[config.mk]
export PLATFORM = sky130hd
export DESIGN_NAME = thr_pulse_seq
export DESIGN_NICKNAME = d
export VERILOG_FILES = /design/src/rtl/thr_seq_pkg.sv /design/src/rtl/thr_phase_timer.sv /design/src/rtl/thr_drive_stage.sv /design/src/rtl/thr_pulse_seq.sv
export SDC_FILE = /design/constraint.sdc
export NUM_CORES = 1
export LEC_CHECK = 0
export BUFFER_PORTS_ARGS = -buffer_cell sky130_fd_sc_hd__clkbuf_2
export CAP_MARGIN = 20
export CORE_ASPECT_RATIO = 1.25
export CORE_MARGIN = 2
export CORE_UTILIZATION = 30
export CTS_CLUSTER_DIAMETER = 30
export DETAILED_ROUTE_END_ITERATION = 6
export HOLD_SLACK_MARGIN = 0.03
export PLACE_DENSITY = 0.53
export SYNTH_ARGS = -nofsm -noshare
export SYNTH_HDL_FRONTEND = slang
export SYNTH_SLANG_ARGS = --single-unit
[constraint.sdc]
create_clock -name clk -period 3.5 [get_ports clk]
set_input_delay 1.05 -clock clk [delete_from_list [all_inputs] [get_ports clk]]
set_output_delay 1.05 -clock clk [all_outputs]
set_load 0.02 [all_outputs]
[src/rtl/thr_seq_pkg.sv]
package thr_seq_pkg;

  typedef enum logic [2:0] {
    PH_INIT   = 3'd0,
    PH_IDLE   = 3'd1,
    PH_SET    = 3'd2,
    PH_GAP_SR = 3'd3,
    PH_RESET  = 3'd4,
    PH_GAP_RS = 3'd5
  } phase_t;

  localparam int NPATH = 3;  // path order: 0 program, 1 erase, 2 rest

  function automatic logic [NPATH-1:0] path_decode(input phase_t ph);
    logic [NPATH-1:0] v;
    v    = '0;
    v[0] = (ph == PH_SET);
    v[1] = (ph == PH_RESET);
    v[2] = (ph == PH_IDLE);
    return v;
  endfunction

endpackage

[src/rtl/thr_phase_timer.sv]
module thr_phase_timer #(
  parameter int CNT_W = 16
) (
  input  logic             clk,
  input  logic             rst,
  input  logic             tick,
  input  logic             restart,
  input  logic [CNT_W-1:0] len,
  output logic             done
);

  localparam logic [CNT_W-1:0] CNT_MAX = '1;

  logic [CNT_W-1:0] cnt_q;
  logic [CNT_W:0]   cnt_inc;

  assign cnt_inc = {1'b0, cnt_q} + {{CNT_W{1'b0}}, 1'b1};
  // a zero length behaves as one tick
  assign done    = tick && (cnt_inc >= {1'b0, len});

  always_ff @(posedge clk) begin
    if (rst || restart) begin
      cnt_q <= '0;
    end else if (tick && (cnt_q != CNT_MAX)) begin
      cnt_q <= cnt_inc[CNT_W-1:0];
    end
  end

  AST_CNT_SATURATES: assert property (@(posedge clk) disable iff (rst)
    (cnt_q == CNT_MAX && !restart) |=> (cnt_q == CNT_MAX));

endmodule

[src/rtl/thr_drive_stage.sv]
module thr_drive_stage
  import thr_seq_pkg::*;
(
  input  logic             clk,
  input  logic             rst,
  input  phase_t           nxt_phase,
  output logic [NPATH-1:0] en_q,
  output logic [NPATH-1:0] en_n_q,
  output logic             low_q
);

  logic [NPATH-1:0] en_d;
  assign en_d = path_decode(nxt_phase);

  for (genvar g = 0; g < NPATH; g++) begin : g_path
    always_ff @(posedge clk) begin
      if (rst) begin
        en_q[g]   <= 1'b0;
        en_n_q[g] <= 1'b1;
      end else begin
        en_q[g]   <= en_d[g];
        en_n_q[g] <= ~en_d[g];
      end
    end

    AST_PATH_COMPLEMENT: assert property (@(posedge clk) disable iff (rst)
      en_q[g] != en_n_q[g]);
  end

  always_ff @(posedge clk) begin
    if (rst) low_q <= 1'b0;
    else     low_q <= (nxt_phase == PH_IDLE);
  end

endmodule

[src/rtl/thr_pulse_seq.sv]
module thr_pulse_seq
  import thr_seq_pkg::*;
#(
  parameter int CNT_W = 16
) (
  input  logic             clk,
  input  logic             rst,
  input  logic             ms_tick,
  input  logic             spike,
  input  logic [CNT_W-1:0] init_ticks,
  input  logic [CNT_W-1:0] set_ticks,
  input  logic [CNT_W-1:0] settle_ticks,
  output logic             set_en,
  output logic             set_en_n,
  output logic             reset_en,
  output logic             reset_en_n,
  output logic             idle_en,
  output logic             idle_en_n,
  output logic             low_supply_sel,
  output logic [2:0]       phase_o
);

  phase_t           phase_q, phase_d;
  logic [CNT_W-1:0] cur_len;
  logic             ph_done;
  logic [NPATH-1:0] en_q, en_n_q;
  logic             low_q;

  always_comb begin
    unique case (phase_q)
      PH_INIT:  cur_len = init_ticks;
      PH_RESET: cur_len = settle_ticks;
      default:  cur_len = set_ticks;
    endcase
  end

  always_comb begin
    phase_d = phase_q;
    unique case (phase_q)
      PH_INIT:   if (ph_done) phase_d = PH_IDLE;
      PH_IDLE:   if (spike)   phase_d = PH_SET;
      PH_SET:    if (ph_done) phase_d = PH_GAP_SR;
      PH_GAP_SR: phase_d = PH_RESET;
      PH_RESET: begin
        if (spike)        phase_d = PH_GAP_RS;
        else if (ph_done) phase_d = PH_IDLE;
      end
      PH_GAP_RS: phase_d = PH_SET;
      default:   phase_d = PH_INIT;
    endcase
  end

  always_ff @(posedge clk) begin
    if (rst) phase_q <= PH_INIT;
    else     phase_q <= phase_d;
  end

  thr_phase_timer #(.CNT_W(CNT_W)) timer_i (
    .clk     (clk),
    .rst     (rst),
    .tick    (ms_tick),
    .restart (phase_d != phase_q),
    .len     (cur_len),
    .done    (ph_done)
  );

  thr_drive_stage drive_i (
    .clk       (clk),
    .rst       (rst),
    .nxt_phase (rst ? PH_INIT : phase_d),
    .en_q      (en_q),
    .en_n_q    (en_n_q),
    .low_q     (low_q)
  );

  assign set_en         = en_q[0];
  assign set_en_n       = en_n_q[0];
  assign reset_en       = en_q[1];
  assign reset_en_n     = en_n_q[1];
  assign idle_en        = en_q[2];
  assign idle_en_n      = en_n_q[2];
  assign low_supply_sel = low_q;
  assign phase_o        = phase_q;

  AST_SET_RESET_EXCL: assert property (@(posedge clk) disable iff (rst)
    !(set_en && reset_en));

  AST_INIT_QUIET: assert property (@(posedge clk) disable iff (rst)
    (phase_q == PH_INIT) |-> (!set_en && !reset_en && !idle_en));

  AST_ONE_DEAD_CYCLE: assert property (@(posedge clk) disable iff (rst)
    (phase_q == PH_GAP_SR) |=> (phase_q == PH_RESET));

  AST_SET_ENTRY: assert property (@(posedge clk) disable iff (rst)
    $rose(set_en) |-> ($past(phase_q) == PH_IDLE || $past(phase_q) == PH_GAP_RS));

  AST_ERASE_ENTRY: assert property (@(posedge clk) disable iff (rst)
    $rose(reset_en) |-> ($past(phase_q) == PH_GAP_SR));

endmodule

## Word-level counts from Yosys, hierarchy flattened

Index checks and enable logic that the tools add are counted.

- Logic and storage cells: 34
- Output and inout bits: 10
- Register bits: 25

- Eq/ne operators: 10
- Multiplexer cells: 7
- Add/sub/neg operators: 1
- Magnitude comparators: 1
- Bitwise logic cells: 3
- Reductions and logical operators: 4

Operator list:

| operator | count |
|---|---|
| 16-bit one-hot mux with 2 select lines | 1 |
| 3-bit one-hot mux with 6 select lines | 1 |
| 16-bit by 1-bit adder with 17-bit output (second input constant) | 1 |
| 17-bit by 16-bit >= comparator with 1-bit output | 1 |
| 16-bit != test (second input constant) | 1 |
| 3-bit two-way mux | 5 |
| 3-bit by 2-bit equality test with 1-bit output (second input constant) | 3 |
| 3-bit equality test (second input constant) | 3 |
| 3-bit by 1-bit equality test with 1-bit output (second input constant) | 2 |
| 3-bit zero test | 1 |
| 3-bit != test | 1 |
| 1-bit inverter | 3 |
| 1-bit logical AND | 2 |
| 1-bit logical OR | 1 |

## Longest topological paths before layout

- Depth in word-level cells: 10
- Depth in mapped cells: 14

## Hierarchy

A second synthesis with hierarchy kept.

- Cell total of the unflattened synthesis: 254
- Area, all modules: 2138.3 um^2

By module, submodules not included:

| module | area each (um^2) | times used | cells each |
|---|---|---|---|
| thr_phase_timer | 1365.1 | 1 | 165 |
| thr_pulse_seq | 589.3 | 1 | 76 |
| thr_drive_stage | 183.9 | 1 | 13 |

## Least setup slack after synthesis

OpenSTA, ideal clock, no wires.

- Path kind: register -> register
- Start: register phase_q[2] (netlist: phase_o[2])
- End: register timer_i.cnt_q[6]
- Setup time: 0.064 ns
- Required time: 3.436 ns
- Data arrival time: 2.777 ns
- Slack: 0.660 ns
- Period minus slack after synthesis: 2.840 ns
- Path buffers: 3
- Stages on the path, launching flop included: 14
- Cells stage by stage: dfxtp_1 > buf_2 > buf_1 > mux2i_1 > nand2_1 > o21ai_0 > ha_1 > a21oi_1 > nand2_1 > a31oi_1 > a211oi_2 > a221o_2 > buf_6 > nor2_1

- Cells in the longest elaborated chain, start to end: 9
- Elaborated cells between the ends (all ways): 16
- Those cells by class: order compare: 1; eq/ne: 6; mux: 6; reduce/logical: 3

RTL lines:

| what | RTL line | source |
|---|---|---|
| start: declaration | thr_pulse_seq.sv:23 | `phase_t phase_q, phase_d;` |
| start signal: assignment | thr_pulse_seq.sv:55 | `else phase_q <= phase_d;` |
| 3-bit equality test / 3-bit zero test (equally long branches) | thr_pulse_seq.sv:30, thr_pulse_seq.sv:39 |  |
| 16-bit one-hot mux with 2 select lines | thr_pulse_seq.sv:30 | `unique case (phase_q)` |
| 17-bit by 16-bit >= comparator with 1-bit output | thr_phase_timer.sv:19 | `assign done = tick && (cnt_inc >= {1'b0, len});` |
| 1-bit logical AND | thr_phase_timer.sv:19 |  |
| 3-bit two-way mux | thr_pulse_seq.sv:40, thr_pulse_seq.sv:46 |  |
| 3-bit two-way mux | thr_pulse_seq.sv:45 | `if (spike) phase_d = PH_GAP_RS;` |
| 3-bit one-hot mux with 6 select lines | thr_pulse_seq.sv:39 | `unique case (phase_q)` |
| 3-bit != test * | thr_pulse_seq.sv:62 | `.restart (phase_d != phase_q),` |
| 1-bit logical OR * | thr_phase_timer.sv:22 | `if (rst \|\| restart) begin` |
| end signal: assignment | thr_phase_timer.sv:25 | `cnt_q <= cnt_inc[CNT_W-1:0];` |
| end: declaration | thr_phase_timer.sv:14 | `logic [CNT_W-1:0] cnt_q;` |

Mark *: on every way between the ends. The rest lies on a longest branch, timed or not.
A chain may end at the register's enable or synchronous reset.

## Worst setup path in the final report

- Start: register timer_i.cnt_q[0]
- End: register timer_i.cnt_q[1]

- Cells in the longest elaborated chain, start to end: 8
- Elaborated cells between the ends (all ways): 11
- Those cells by class: add/sub: 1; order compare: 1; eq/ne: 2; mux: 4; reduce/logical: 3

RTL lines:

| what | RTL line | source |
|---|---|---|
| 16-bit by 1-bit adder with 17-bit output * | thr_phase_timer.sv:17 | `assign cnt_inc = {1'b0, cnt_q} + {{CNT_W{1'b0}}, 1'b1};` |
| via timer_i.cnt_inc[12] | thr_phase_timer.sv:15 | `logic [CNT_W:0] cnt_inc;` |
| 17-bit by 16-bit >= comparator with 1-bit output * | thr_phase_timer.sv:19 |  |
| 1-bit logical AND * | thr_phase_timer.sv:19 |  |
| 3-bit two-way mux | thr_pulse_seq.sv:40, thr_pulse_seq.sv:46 |  |
| 3-bit two-way mux | thr_pulse_seq.sv:45 |  |
| 3-bit one-hot mux with 6 select lines * | thr_pulse_seq.sv:39 |  |
| 3-bit != test * | thr_pulse_seq.sv:62 |  |
| 1-bit logical OR * | thr_phase_timer.sv:22 |  |

Mark *: on every way through the listed nets, which the timed path passes. The rest lies on a longest branch.

==> run summary <==
Max Root-Sink Buffers -> 2
Critical path depth -> 12
Hold Startpoint -> timer_i.cnt_q[1]$_SDFFE_PP0P_
Most frequent cells in the layout -> clkbuf_2, nand2_1, dfxtp_1, nor2_1
Max-Cap Viols -> 0
Nets -> 378
Ys Warns -> 0
CP required -> 3700 ps
Pins Over Slew Limit -> 0
Synthesized area -> 0.00202 mm^2
CTS tree -> done
CP Data Arrival Time -> 3450 ps
Count of cell types in the netlist -> 43
Drt drc -> 0
Crit path launch type -> flop
Syn Nets -> 320
RSZ-0062 raised after global routing -> no
Leakage power -> 1.14 nW
Dpl hpwl -> 3790 um
Synthesis-stage register bit count -> 25
GRT overflow -> 0
WP buf/inv -> 0
Period utilization -> 0.927
Chip width -> 77.3 um
Slowest cell on crit path -> a221o_2
Core region area -> 0.00652 mm^2
Aggregate global-route resource usage -> 0.125
Ys async rst share -> 0
Post-CTS Setup Inserts -> 0
Wl on met1 -> 2080 um
Post-synth EDFFs -> 0
Clk slew on worst S/H paths -> 80 ps
WL met2 -> 2380 um
Critical path's largest stage delay -> 540 ps
Critical path peak fanout -> 16
Worst Hold Class -> reg -> reg
Top delay family on crit path -> simple AND/OR/NAND/NOR gates
# setup viols final -> 0
R2R depth -> 12
DR vias/cell -> 4.71
Design area -> 0.00245 mm^2
Routed wire length -> 4660 um
Slew headroom -> 0.715
Hold endpoint -> timer_i.cnt_q[1]$_SDFFE_PP0P_
Layout cell share with drive strength beyond 1 -> 0.269
FILL cells -> 701
Pre-antenna DRT Iters -> 4
Largest net degree at the start of global routing -> 34
R2R Setup Slk -> 260 ps
DRT iter0 DRCs -> 46
Dpl cell area -> 0.00240 mm^2
Row count -> 33
First-pass GRT wire length -> 7490 um
Worst-Skew Late Latency -> 270 ps
Minimum clock period -> 3240 ps
Clock H-tree levels -> 1
Setup TNS -> 0 ps
Initial antenna violation count -> 0
Top layer in use -> met4
Total die area -> 0.00739 mm^2
Syn Inst Count -> 251
CTS Buf Count -> 3
Metal3 WL -> 192 um
Number of buffers added on ports -> 61
GP Congestion -> 0.761
Layout Area Growth over Synthesis -> 21.4%
Sequential area share after synthesis -> 0.248
Final clock skew -> 3.55 ps
WS Path Type -> reg -> reg
Most common library cell in the layout ignoring fill and taps -> clkbuf_2
Most common flop cell mapped by yosys -> dfxtp_1
Most Frequent Cell on Critical Path -> ha_1
Fmax -> 308 MHz
Root buf cell -> clkbuf_8
Post-CTS Resized -> 0
Maximum vdd ir drop -> 0.124 mV
P per Cell Area -> 221 mW/mm^2
Hold Vio Cnt, Final -> 0
Wire per inst -> 11.8 um
Ant. Diodes -> 0
Initial Util -> 0.309
Synth Area per Inst -> 8.03 um^2
# hold bufs at CTS -> 0
Status -> finished, final reports clean
Worst slew pin tran -> 427 ps
Worst-path cell chain -> ha_1, nand2_1, nor3_4, and4_1, xor2_1, ha_1, nand4_1, nor4_1, o21ai_0, nand3_2, a221o_2, nor2_1
Vias -> 1859
Number of global-route vias before repair -> 1716
Hold Crit Depth -> 2
R2R Path Start -> timer_i.cnt_q[0]$_SDFFE_PP0P_
I/O Pins -> 62
Height of the die -> 95.6 um
Nature of the critical path endpoint -> flop
Post-DRT Antenna Nets -> 0
Worst R2R End -> timer_i.cnt_q[1]$_SDFFE_PP0P_
Clk sinks -> 25
[layer usage]
| metal | up-vias | GRT usage |
|---|---|---|
| li1 | 996 | - |
| met1 | 823 | 0.144 |
| met4 | 0 | 0.0446 |
| met3 | 2 | 0.0208 |
| met2 | 38 | 0.233 |
| met5 | - | 0 |
[cells by family (layout without fill, tap and decap cells)]
group | count (synthesis) | in the layout | synth area share
multiplexers | 17 | 17 | 0.0844
AND/OR/NAND/NOR | 102 | 102 | 0.254
XOR/XNOR | 29 | 29 | 0.126
AO/OA/AOI/OAI | 45 | 45 | 0.135
adder cells (fa/ha/maj) | 17 | 17 | 0.106
buffers and inverters | 16 | 73 | 0.0472
flip-flops | 25 | 25 | 0.248
[through the flow]
stage	setup slack (ps)	utilization	std cells	total power [mW]	hold WS, ps
final	257	0.375	395	0.540	553
after floorplan	660	-	251	0.339	488
after global routing	83.0	0.375	395	0.574	584
after global placement	308	0.368	391	0.378	504
after CTS	239	0.375	395	0.552	552
after detailed placement	265	0.368	391	0.378	542
[layout make-up]
cell class	instances	area, um^2	share of cell area
flip-flops and latches	25	500	0.204
multi-input cells	210	1420	0.581
inverters	2	7.51	0.00307
repair buffers	67	363	0.148
clock buffers	4	45.0	0.0184
well taps	87	109	0.0445
[worst min-delay path, delay by kind of cell, from the launching register on]
family,cells,cell delay [ps]
mux,1,120
simple gates,1,50
flops,1,330
[state kept, by name, indices dropped and copies added (netlist names)]
| name | count |
|---|---|
| phase_o | 3 |
| drive_i.en_q | 3 |
| timer_i.cnt_q | 16 |
| drive_i.en_n_q | 3 |
[cell usage after synthesis, types with 3 or more instances]
master    instances  area (um^2)
xor2_1           20          175
nand3_1          11         55.1
clkbuf_1          4         15.0
nor3_1            3         15.0
and3_1            4         25.0
nor2_1           24         90.1
mux2i_1          17          170
buf_2             4         20.0
xnor2_1           9         78.8
nor2_2            5         31.3
nand4_1           5         31.3
dfxtp_1          25          500
nand2b_1          3         18.8
o21ai_0          20          100
buf_6             3         33.8
a21oi_1          11         55.1
ha_1             17          213
nand2_1          33          124
[how the worst max path moves through the flow]
stage | start | to | slack [ps]
after global placement | timer_i.cnt_q[0]$_SDFFE_PP0P_ | timer_i.cnt_q[13]$_SDFFE_PP0P_ | 310
after CTS | timer_i.cnt_q[0]$_SDFFE_PP0P_ | timer_i.cnt_q[1]$_SDFFE_PP0P_ | 240
after global routing | timer_i.cnt_q[0]$_SDFFE_PP0P_ | timer_i.cnt_q[5]$_SDFFE_PP0P_ | 80
final | timer_i.cnt_q[0]$_SDFFE_PP0P_ | timer_i.cnt_q[1]$_SDFFE_PP0P_ | 260
after detailed placement | timer_i.cnt_q[0]$_SDFFE_PP0P_ | timer_i.cnt_q[1]$_SDFFE_PP0P_ | 270
after floorplan | phase_o[2]$_DFF_P_ | timer_i.cnt_q[6]$_SDFFE_PP0P_ | 660
[power by group]
| part | switching [mW] | internal (mW) | leakage [nW] |
|---|---|---|---|
| registers | 0.00301 | 0.287 | 0.202 |
| logic | 0.0392 | 0.0425 | 0.912 |
| clock network | 0.0877 | 0.0813 | 0.0228 |
(Power assumes the default switching activity.)
